## src/rtl/trb_pkg.sv

```systemverilog
package trb_pkg;

  typedef enum logic [1:0] {
    SPD_1X  = 2'd0,
    SPD_5X  = 2'd1,
    SPD_20X = 2'd2
  } spd_e;

  typedef enum logic [1:0] {
    RD_IDLE = 2'd0,
    RD_WAIT = 2'd1,
    RD_DONE = 2'd2
  } rdst_e;

  function automatic spd_e decode_speed(input logic [1:0] sel);
    case (sel)
      2'd0:    return SPD_1X;
      2'd1:    return SPD_5X;
      default: return SPD_20X;
    endcase
  endfunction

endpackage

```

## src/rtl/trb_wqueue.sv

```systemverilog
module trb_wqueue #(
  parameter int WIDTH = 24,
  parameter int DEPTH = 8
) (
  input  logic             clk,
  input  logic             rst_n,
  input  logic             push,
  input  logic [WIDTH-1:0] push_data,
  input  logic             pop,
  output logic [WIDTH-1:0] head,
  output logic             empty,
  output logic             full
);
  localparam int PW = (DEPTH > 1) ? $clog2(DEPTH) : 1;
  localparam int CW = $clog2(DEPTH + 1);

  logic [PW-1:0]    wr_q, wr_d, rd_q, rd_d;
  logic [CW-1:0]    cnt_q, cnt_d;
  logic [WIDTH-1:0] mem [DEPTH];

  function automatic logic [PW-1:0] bump(input logic [PW-1:0] p);
    return (p == PW'(DEPTH - 1)) ? '0 : p + PW'(1);
  endfunction

  always_comb begin
    wr_d  = push ? bump(wr_q) : wr_q;
    rd_d  = pop  ? bump(rd_q) : rd_q;
    cnt_d = cnt_q;
    if (push && !pop)      cnt_d = cnt_q + CW'(1);
    else if (!push && pop) cnt_d = cnt_q - CW'(1);
  end

  always_ff @(posedge clk or negedge rst_n) begin
    if (!rst_n) begin
      wr_q  <= '0;
      rd_q  <= '0;
      cnt_q <= '0;
    end else begin
      wr_q  <= wr_d;
      rd_q  <= rd_d;
      cnt_q <= cnt_d;
    end
  end

  // storage carries no reset; only the pointers qualify it
  always_ff @(posedge clk) begin
    if (push) mem[wr_q] <= push_data;
  end

  assign head  = mem[rd_q];
  assign empty = (cnt_q == '0);
  assign full  = (cnt_q == CW'(DEPTH));

endmodule

```

## src/rtl/trb_pace.sv

```systemverilog
module trb_pace
  import trb_pkg::*;
#(
  parameter int SLOW_DIV = 20
) (
  input  logic       clk,
  input  logic       rst_n,
  input  logic       phase_stb,
  input  logic       dma_busy,
  input  logic [1:0] speed_sel,
  output logic       tick,
  output spd_e       mode,
  output logic       seen
);
  localparam int MID_DIV = (SLOW_DIV / 5 > 0) ? SLOW_DIV / 5 : 1;
  localparam int CW      = (MID_DIV > 1) ? $clog2(MID_DIV) : 1;

  spd_e          mode_q, mode_d;
  logic          seen_q, seen_d;
  logic [CW-1:0] cnt_q, cnt_d, cnt_inc;
  logic          raw_tick;

  always_comb begin
    cnt_inc = (cnt_q == CW'(MID_DIV - 1)) ? '0 : cnt_q + CW'(1);
    cnt_d   = phase_stb ? CW'(1 % MID_DIV) : cnt_inc;
    mode_d  = phase_stb ? decode_speed(speed_sel) : mode_q;
    seen_d  = seen_q | phase_stb;
    case (mode_q)
      SPD_1X:  raw_tick = phase_stb & ~dma_busy;
      SPD_5X:  raw_tick = phase_stb | (cnt_q == '0);
      default: raw_tick = 1'b1;
    endcase
  end

  always_ff @(posedge clk or negedge rst_n) begin
    if (!rst_n) begin
      mode_q <= SPD_1X;
      seen_q <= 1'b0;
      cnt_q  <= '0;
    end else begin
      mode_q <= mode_d;
      seen_q <= seen_d;
      cnt_q  <= cnt_d;
    end
  end

  assign tick = raw_tick & seen_q;
  assign mode = mode_q;
  assign seen = seen_q;

endmodule

```

## src/rtl/trb_slot_seq.sv

```systemverilog
module trb_slot_seq
  import trb_pkg::*;
#(
  parameter int AW = 16,
  parameter int DW = 8
) (
  input  logic          clk,
  input  logic          rst_n,
  input  logic          phase_stb,
  input  logic          dma_busy,
  input  logic          seen,
  input  logic          q_empty,
  input  logic [AW-1:0] q_addr,
  input  logic [DW-1:0] q_data,
  input  logic          io_rd_req,
  input  logic [AW-1:0] req_addr,
  input  logic          rd_ack,
  input  logic [DW-1:0] h_rdata,
  output logic          pop,
  output logic          h_valid,
  output logic          h_we,
  output logic [AW-1:0] h_addr,
  output logic [DW-1:0] h_wdata,
  output rdst_e         rd_st,
  output logic [DW-1:0] rd_data
);
  logic          slot, issue_wr, issue_rd, bus_ld, rd_cap, rd_addr_ld;
  logic          hv_q, hwe_q;
  logic [AW-1:0] haddr_q, haddr_d, rd_addr_q;
  logic [DW-1:0] hdata_q, rd_data_q;
  rdst_e         st_q, st_d;

  always_comb begin
    slot       = phase_stb & ~dma_busy;
    issue_wr   = slot & ~q_empty;
    issue_rd   = slot & q_empty & (st_q == RD_WAIT);
    bus_ld     = issue_wr | issue_rd;
    haddr_d    = issue_wr ? q_addr : rd_addr_q;
    rd_cap     = hv_q & ~hwe_q;
    rd_addr_ld = 1'b0;
    st_d       = st_q;
    case (st_q)
      RD_IDLE: if (io_rd_req && seen) begin
        st_d       = RD_WAIT;
        rd_addr_ld = 1'b1;
      end
      RD_WAIT: if (rd_cap) st_d = RD_DONE;
      RD_DONE: if (rd_ack) st_d = RD_IDLE;
      default: st_d = RD_IDLE;
    endcase
  end

  always_ff @(posedge clk or negedge rst_n) begin
    if (!rst_n) begin
      hv_q  <= 1'b0;
      hwe_q <= 1'b0;
      st_q  <= RD_IDLE;
    end else begin
      hv_q  <= bus_ld;
      hwe_q <= issue_wr;
      st_q  <= st_d;
    end
  end

  // payload registers with explicit enables, no reset needed
  always_ff @(posedge clk) begin
    if (bus_ld)     haddr_q   <= haddr_d;
    if (issue_wr)   hdata_q   <= q_data;
    if (rd_addr_ld) rd_addr_q <= req_addr;
    if (rd_cap)     rd_data_q <= h_rdata;
  end

  assign pop     = issue_wr;
  assign h_valid = hv_q;
  assign h_we    = hwe_q;
  assign h_addr  = haddr_q;
  assign h_wdata = hdata_q;
  assign rd_st   = st_q;
  assign rd_data = rd_data_q;

endmodule

```

## src/rtl/turbo_replay_arb.sv

```systemverilog
module turbo_replay_arb
  import trb_pkg::*;
#(
  parameter int            AW       = 16,
  parameter int            DW       = 8,
  parameter int            QDEPTH   = 8,
  parameter int            SLOW_DIV = 20,
  parameter logic [AW-1:0] IO_BASE  = 16'hD000,
  parameter logic [AW-1:0] IO_MASK  = 16'hF000
) (
  input  logic          clk,
  input  logic          rst_n,
  input  logic [1:0]    speed_sel,
  input  logic          phase_stb,
  input  logic          dma_busy,
  input  logic          f_req,
  input  logic          f_we,
  input  logic [AW-1:0] f_addr,
  input  logic [DW-1:0] f_wdata,
  output logic [DW-1:0] f_rdata,
  output logic          f_ce,
  output logic          f_stall,
  output logic          h_valid,
  output logic          h_we,
  output logic [AW-1:0] h_addr,
  output logic [DW-1:0] h_wdata,
  input  logic [DW-1:0] h_rdata,
  output logic          h_stretch
);
  localparam int EW = AW + DW;

  logic          rs_meta, rst_sync_n;
  logic          tick, seen, q_empty, q_full, push, pop;
  logic          io_rd_req, wait_slow, block, rd_ack;
  logic [EW-1:0] q_head;
  spd_e          mode_q;
  rdst_e         rd_st;

  // asynchronous assert, synchronous release
  always_ff @(posedge clk or negedge rst_n) begin
    if (!rst_n) begin
      rs_meta    <= 1'b0;
      rst_sync_n <= 1'b0;
    end else begin
      rs_meta    <= 1'b1;
      rst_sync_n <= rs_meta;
    end
  end

  always_comb begin
    io_rd_req = f_req & ~f_we & ((f_addr & IO_MASK) == IO_BASE);
    wait_slow = (f_req & f_we & q_full) | (io_rd_req & (rd_st != RD_DONE));
    block     = ~seen | wait_slow;
    f_ce      = tick & ~block;
    rd_ack    = f_ce & io_rd_req;
    push      = f_ce & f_req & f_we;
  end

  trb_pace #(.SLOW_DIV(SLOW_DIV)) u_pace (
    .clk(clk), .rst_n(rst_sync_n), .phase_stb(phase_stb), .dma_busy(dma_busy),
    .speed_sel(speed_sel), .tick(tick), .mode(mode_q), .seen(seen)
  );

  trb_wqueue #(.WIDTH(EW), .DEPTH(QDEPTH)) u_queue (
    .clk(clk), .rst_n(rst_sync_n), .push(push), .push_data({f_addr, f_wdata}),
    .pop(pop), .head(q_head), .empty(q_empty), .full(q_full)
  );

  trb_slot_seq #(.AW(AW), .DW(DW)) u_seq (
    .clk(clk), .rst_n(rst_sync_n), .phase_stb(phase_stb), .dma_busy(dma_busy),
    .seen(seen), .q_empty(q_empty), .q_addr(q_head[EW-1:DW]), .q_data(q_head[DW-1:0]),
    .io_rd_req(io_rd_req), .req_addr(f_addr), .rd_ack(rd_ack), .h_rdata(h_rdata),
    .pop(pop), .h_valid(h_valid), .h_we(h_we), .h_addr(h_addr), .h_wdata(h_wdata),
    .rd_st(rd_st), .rd_data(f_rdata)
  );

  assign f_stall   = block;
  assign h_stretch = wait_slow;

endmodule

```

## config.mk

```make
export PLATFORM = sky130hd
export DESIGN_NAME = turbo_replay_arb
export DESIGN_NICKNAME = d
export VERILOG_FILES = /design/src/rtl/trb_pkg.sv /design/src/rtl/trb_wqueue.sv /design/src/rtl/trb_pace.sv /design/src/rtl/trb_slot_seq.sv /design/src/rtl/turbo_replay_arb.sv
export SDC_FILE = /design/constraint.sdc
export NUM_CORES = 1
export LEC_CHECK = 0
export ABC_AREA = 0
export BUFFER_PORTS_ARGS = -buffer_cell sky130_fd_sc_hd__buf_2
export CORE_MARGIN = 4
export CORE_UTILIZATION = 55
export DETAILED_ROUTE_END_ITERATION = 7
export GPL_ROUTABILITY_DRIVEN = 0
export PLACE_DENSITY = 0.74
export RECOVER_POWER = 25
export SLEW_MARGIN = 20
export SYNTH_ARGS = -nofsm -noshare
export SYNTH_HDL_FRONTEND = slang
export SYNTH_HIERARCHICAL = 1
export SYNTH_SLANG_ARGS = --single-unit
export TNS_END_PERCENT = 100
```

## constraint.sdc

```tcl
create_clock -name clk -period 3.15 [get_ports clk]
set_input_delay 0.1575 -clock clk [delete_from_list [all_inputs] [get_ports clk]]
set_output_delay 0.1575 -clock clk [all_outputs]
set_load 0.01 [all_outputs]
```

# [Word-level counts from Yosys, hierarchy flattened]
# Memories as Yosys holds them, arrays and structs flattened.
# Cells that the tools add are included.
[word_totals] n_memories=1 input_bits=40 output_inout_bits=37 ram_bits=192 word_cells=89 ff_bits=69
[classes] n_reduce_logical=12 add_sub_neg=5 n_eq_ne=13 mux=17 bitwise_logic=26
[mem_list] name="u_queue.mem" depth=8 width=24 read_ports=1 rd_ports_with_merged_regs=0 write_ports=1 line="trb_wqueue.sv:19" text="logic [WIDTH-1:0] mem [DEPTH];"
[op_table] cell="$mux W16" n=1
[op_table] cell="$and A1 B1 Y1" n=15
[op_table] cell="$mux W2" n=5
[op_table] cell="$eq A4 B4 Y1 const B" n=2
[op_table] cell="$logic_not A2 Y1" n=4
[op_table] cell="$mux W4" n=2
[op_table] cell="$add A3 B1 Y3 const B" n=2
[op_table] cell="$eq A2 B1 Y1 const B" n=3
[op_table] cell="$eq A3 B3 Y1 const B" n=2
[op_table] cell="$mux W3" n=2
[op_table] cell="$not A1 Y1" n=6
[op_table] cell="$pmux W2 S3" n=1
[op_table] cell="$or A1 B1 Y1" n=5
[op_table] cell="$add A4 B1 Y4 const B" n=1
[op_table] cell="$eq A2 B2 Y1 const B" n=2
[op_table] cell="$logic_not A4 Y1" n=1
[op_table] cell="$mux W1" n=4
[op_table] cell="$ne A2 B1 Y1 const B" n=2
[op_table] cell="$ne A2 B2 Y1 const B" n=2
[op_table] cell="$pmux W2 S2" n=1
[op_table] cell="$sub A4 B1 Y4 const B" n=1
[op_table] cell="$logic_and A1 B1 Y1" n=3
[op_table] cell="$reduce_and A3 Y1" n=1
[op_table] cell="$add A2 B1 Y2 const B" n=1
[op_table] cell="other kinds (3)" n=4

# [Longest topological paths before layout]
[depth] ltp_word=14 mapped_depth=12 ltp_nobuf=12

# [By module]
# Netlist, hierarchy kept.
[by_module_without_submodules] module="trb_wqueue" cells_each=344 seq_area_each_um2=6015.8 area_per_inst_um2=8044.0 instances=1
[by_module_without_submodules] module="trb_slot_seq" cells_each=82 seq_area_each_um2=1541.5 area_per_inst_um2=1866.8 instances=1
[by_module_without_submodules] module="trb_pace" cells_each=20 seq_area_each_um2=125.1 area_per_inst_um2=234.0 instances=1
[by_module_without_submodules] module="turbo_replay_arb" cells_each=16 seq_area_each_um2=50.0 area_per_inst_um2=143.9 instances=1

# [Least setup slack after synthesis]
# Ideal clock, no wire load.
[synth_timing] kind="register -> register" from="reg u_pace.cnt_q[0]" to="mem u_queue.mem[4][0], enable pin" period_less_slack_ns=3.726 required_time_ns=2.715 n_path_buf=0 setup_ns=0.435 path_slack_ns=-0.576 arrival_time_ns=3.291 path_stages_with_launch=9 path_cell_list="dfrtp_1 inv_1 ha_1 a211oi_1 a211oi_2 nand2_1 nor3_1 nand2_1 nor3_1"
[synth_via] elab_chain_len=9
[synth_rtl] item="start, declared" line="trb_pace.sv:20" text="logic [CW-1:0] cnt_q, cnt_d, cnt_inc;"
[synth_rtl] item="start signal, assigned" line="trb_pace.sv:43" text="cnt_q <= cnt_d;"
[synth_rtl] item="$logic_not A2 Y1" line="trb_pace.sv:30" text="SPD_5X: raw_tick = phase_stb | (cnt_q == '0);"
[synth_rtl] item="$or A1 B1 Y1" line="trb_pace.sv:30"
[synth_rtl] item="$pmux W1 S2" line="trb_pace.sv:28" text="case (mode_q)"
[synth_rtl] item="$and A1 B1 Y1" line="trb_pace.sv:47" text="assign tick = raw_tick & seen_q;"
[synth_rtl] item="named net tick" line="turbo_replay_arb.sv:33" text="logic tick, seen, q_empty, q_full, push, pop;"
[synth_rtl] item="$and A1 B1 Y1" line="turbo_replay_arb.sv:54" text="f_ce = tick & ~block;"
[synth_rtl] item="$and A1 B1 Y1 (2 in a row)" line="turbo_replay_arb.sv:56" text="push = f_ce & f_req & f_we;"
[synth_rtl] item="named net push" line="turbo_replay_arb.sv:33"
[synth_rtl] item="$mux W1" line="trb_wqueue.sv:47" text="if (push) mem[wr_q] <= push_data;"
[synth_rtl] item="$mux W1 (implied by the code)" line="trb_wqueue.sv:47"
[synth_rtl] item="end, declared" line="trb_wqueue.sv:19"
# The timed path passes the listed nets, and every way through them passes these cells.

# [Final worst setup path]
[layout_timing] from="reg u_pace.cnt_q[0]" to="reg u_queue.cnt_q[3]"
[layout_via] elab_chain_len=10 elab_cells_between_ends=12 cone_classes="mux: 2; bitwise: 5; reduce/logical: 5"
[layout_rtl] item="$logic_not A2 Y1 *" line="trb_pace.sv:30"
[layout_rtl] item="$or A1 B1 Y1 *" line="trb_pace.sv:30"
[layout_rtl] item="$pmux W1 S2 *" line="trb_pace.sv:28"
[layout_rtl] item="$and A1 B1 Y1 *" line="trb_pace.sv:47"
[layout_rtl] item="named net tick" line="turbo_replay_arb.sv:33"
[layout_rtl] item="$and A1 B1 Y1 *" line="turbo_replay_arb.sv:54"
[layout_rtl] item="$and A1 B1 Y1 * (2 in a row)" line="turbo_replay_arb.sv:56"
[layout_rtl] item="named net push" line="turbo_replay_arb.sv:33"
[layout_rtl] item="$logic_not A1 Y1" line="trb_wqueue.sv:30" text="else if (!push && pop) cnt_d = cnt_q - CW'(1);"
[layout_rtl] item="$logic_and A1 B1 Y1" line="trb_wqueue.sv:30"
[layout_rtl] item="$reduce_bool A2 Y1 (no line)"
[layout_rtl] item="end signal, assigned" line="trb_wqueue.sv:41" text="cnt_q <= cnt_d;"
[layout_rtl] item="end, declared" line="trb_wqueue.sv:18" text="logic [CW-1:0] cnt_q, cnt_d;"
# The timed path passes the listed nets; every way through them passes the cells marked *.
# A chain may end at the register's enable or synchronous reset.

==> reports/qor.yml <==
status: "finished clean"
grt_pass1_wl_um: 29500
rsz0062_at_grt: "no"
postPlaceCellArea_mm2: 0.0110
hp-class: "input pin to flop"
worstPathRequired_ns: 3.55
nets: 659
hpwl_um: 10700
port_buffers: 76
clkPwrFrac_pct: 33.0
cp-start-kind: "flop"
start_util_pct: 56.5
hp-start: "dma_busy"
cts.sinks: 261
layout.cells.non_filler: 858
synth_area_leaders: "edfxtp_1 (70%), mux4_1 (12%), dfrtp_1 (5.1%), mux2_2 (3.9%), mux2_4 (1.3%)"
cts_tree: "built"
hold_viol: 0
fin_crit_ns: 2.95
syn_inst: 462
setup_violations: 0
worstReg2RegEnd: "u_queue/cnt_q[3]"
io_pins: 77
yosys.area.top_type: "edfxtp_1"
maxSlewHeadroom_pct: 46.7
ys_warn_count: 6
timing.rr.start: "u_pace/cnt_q[0]"
fin_setup_tns_ns: 0
async_reset_ff_share_pct: 8.05
p_int_mw: 7.07
ys_seq_area_share_pct: 75.2
antenna_found_initial: 0
num-fill-cells: 1140
fp.coreArea_mm2: 0.0182
drtIter0Drc: 376
slowest_stage: "or4_1"
finalClockSkew_ns: 0.0180
drt-pass1-iter-count: 4
grt_max_degree: 30
postCtsSetupBuffers: 0
arrival_ns: 3.35
via_count: 4923
drv_cap: 0
netlist.area_leader.share_pct: 70.0
postSynthAreaPerCell_um2: 22.3
synth_cell_types: 46
register_area_mm2: 0.00773
power.density_mw_per_mm2: 769
synth-edff-count: 240
cp-end-kind: "flop"
dp_cells: 773
synth_flop_cell: "edfxtp_1"
postRouteAntennaNets: 0
fmax_mhz: 338
critPathMaxFanout: 6
post_drt_wl_per_cell_um: 22.5
root_buffer: "clkbuf_16"
ir_drop_mv: 0.557
cts_buffer_depth: 3
rows: 49
switching_share_pct: 25.2
multi_input_area_mm2: 0.00244
critPathLaunch: "u_pace/cnt_q[0]"
syn_area_mm2: 0.0103
fp.dieW_um: 145
maxSlewViolCount: 0
grt_overflow_total: 0
cts_buffers: 26
diodes: 0
syn_to_final_growth_pct: 19.3
drive_above_1_share_pct: 29.6
final_area_mm2: 0.0123
path_cells: "inv_1 -> ha_1 -> a211oi_1 -> a211oi_2 -> nand2_1 -> nor3_1 -> ha_2 -> inv_1 -> ha_1 -> or4_1 -> o211ai_1 -> o211ai_1"
pwr-share-seq_pct: 45.5
whs_ns: 0.246
worst_pin_slew_ns: 0.800
hold_path_depth: 4
drc: 0
fp.dieH_um: 145
fin_crit_sh_pct: 93.8
grtUsageTotal_pct: 18.9
h-tree-depth: 1
critPathMaxStageDelay_ns: 0.53
comb_power_share_pct: 21.4
wirelength_um: 19300
fin_util_pct: 67.4
p_leak_nw: 4.36
vias_per_cell: 5.74
grt_pass1_vias: 5191
reg2reg_slack_ns: 0.20
die_area_mm2: 0.0210
ys_ff_latch: 261
criticalPathCategory: "flop to flop"
synth_nets: 512
worstHoldEndpoint: "u_seq/h_valid"
power.switching_mw: 2.38
worstSkewPairLatency_ns: 0.53
cts.clk_slew.worst_paths_ns: 0.06
ff2ff_path_depth: 12
[cells by family after synthesis]
family	synth area share (%)
adders and majority gates	1.29
DFF	75.2
and+or+nand+nor	3.05
buffers and inverters	1.58
other	0.0364
xor gates and xnor gates	0.170
AOI/OAI and AO/OA	1.03
muxes	17.7
[cell type report]
type                            instances  share of cell area [%]
Timing Repair Buffer                  135                    7.28
Inverter                               10                   0.306
Multi-Input combinational cell        175                    19.9
Clock buffer                           34                    5.96
Clock inverter                         14                    1.23
Sequential cell                       261                    63.0
Tap cell                              229                    2.33
[Yosys cell counts (2+ instances only)]
| master | number |
|---|---|
| edfxtp_1 | 240 |
| mux4_1 | 47 |
| mux2_2 | 36 |
| dfrtp_1 | 21 |
| inv_1 | 10 |
| nand2_1 | 10 |
| nor2_1 | 10 |
| ha_1 | 9 |
| mux2_4 | 9 |
| buf_6 | 6 |
| nand2b_1 | 6 |
| nor3_1 | 5 |
| a21oi_1 | 4 |
| buf_1 | 4 |
| nand3b_1 | 4 |
| o21ai_0 | 4 |
| buf_2 | 3 |
| clkbuf_1 | 2 |
| nand3_1 | 2 |
| o211ai_1 | 2 |
| or2_2 | 2 |
| xnor2_1 | 2 |
[worst max-delay path, delay by kind of cell (launching register included)]
family	cells	cell delay, ns
DFF	1	0.40
buffers and inverters	2	0.19
AOI/OAI and AO/OA	4	0.50
adders and majority gates	3	0.80
and+or+nand+nor	3	0.93
[cell usage in the layout, fill, tap and decap left out, types with 2 or more instances in the layout]
master / n
nor3_4: 2
clkbuf_1: 22
clkinv_1: 4
xnor2_1: 2
nor3_1: 2
mux2_2: 36
mux4_1: 47
nand3b_1: 4
nand2_1: 10
mux2_4: 9
dfrtp_2: 2
nand2b_1: 6
buf_2: 58
or2_2: 2
ha_1: 8
inv_1: 10
nor2_1: 4
o211ai_1: 2
nand3_1: 2
clkinv_2: 6
dfrtp_1: 19
edfxtp_1: 240
buf_4: 22
bufinv_16: 3
clkbuf_16: 27
a21oi_1: 3
clkbuf_8: 3
dlygate4sd3_1: 37
o21ai_0: 4
nor2_2: 6
[what timing repair did]
item / 4_1_cts / 5_1_grt
hold buffers: 37 / 0
endpoints found under the setup margin: 0 / 1
hold endpoints to repair: 222 / 0
gates resized for setup: 0 / 1
[power groups by stage]
stage          clock (mW)  sequential, mW  combinational (mW)
3_3_place_gp            0            4.35                1.92
4_1_cts              3.18            4.30                2.04
6_report             3.12            4.30                2.02
3_5_place_dp            0            4.37                2.00
5_1_grt              3.34            4.33                2.18
2_1_floorplan           0            4.33                1.52
[worst max path at each step]
stage	end	cells after the start	slack [ns]
global route	u_queue/cnt_q[3]	12	0.02
detailed placement	u_queue/cnt_q[3]	12	0.18
finish	u_queue/cnt_q[3]	12	0.20
CTS	u_queue/cnt_q[3]	12	0.16
floorplan	u_queue/mem[7][0]	8	0.06
global placement	u_queue/cnt_q[3]	12	0.36
[per-stage QoR]
stage / power, mW / worst slack [ns]
detailed placement: 6.36 / 0.183
CTS: 9.52 / 0.161
finish: 9.44 / 0.196
floorplan: 5.85 / 0.0605
global placement: 6.26 / 0.365
global route: 9.85 / 0.0237
[flip-flops by register name, indices dropped and copies added, names as in the netlist, 3 cells and up]
register and cells:
u_seq/rd_addr_q 16, u_seq/h_wdata 8, u_seq/h_addr 16, u_queue/mem 192, u_seq/rd_data 8, u_queue/wr_q 3, u_queue/cnt_q 4, u_queue/rd_q 3
[per-layer routing]
metal | GRT usage (%) | share of wire, %
met1 | 24.4 | 38
met2 | 33.9 | 54
met3 | 2.53 | 6.1
met4 | 5.25 | 1.6
met5 | 0 | 0
Note: power is estimated with default switching activity, not from simulation.
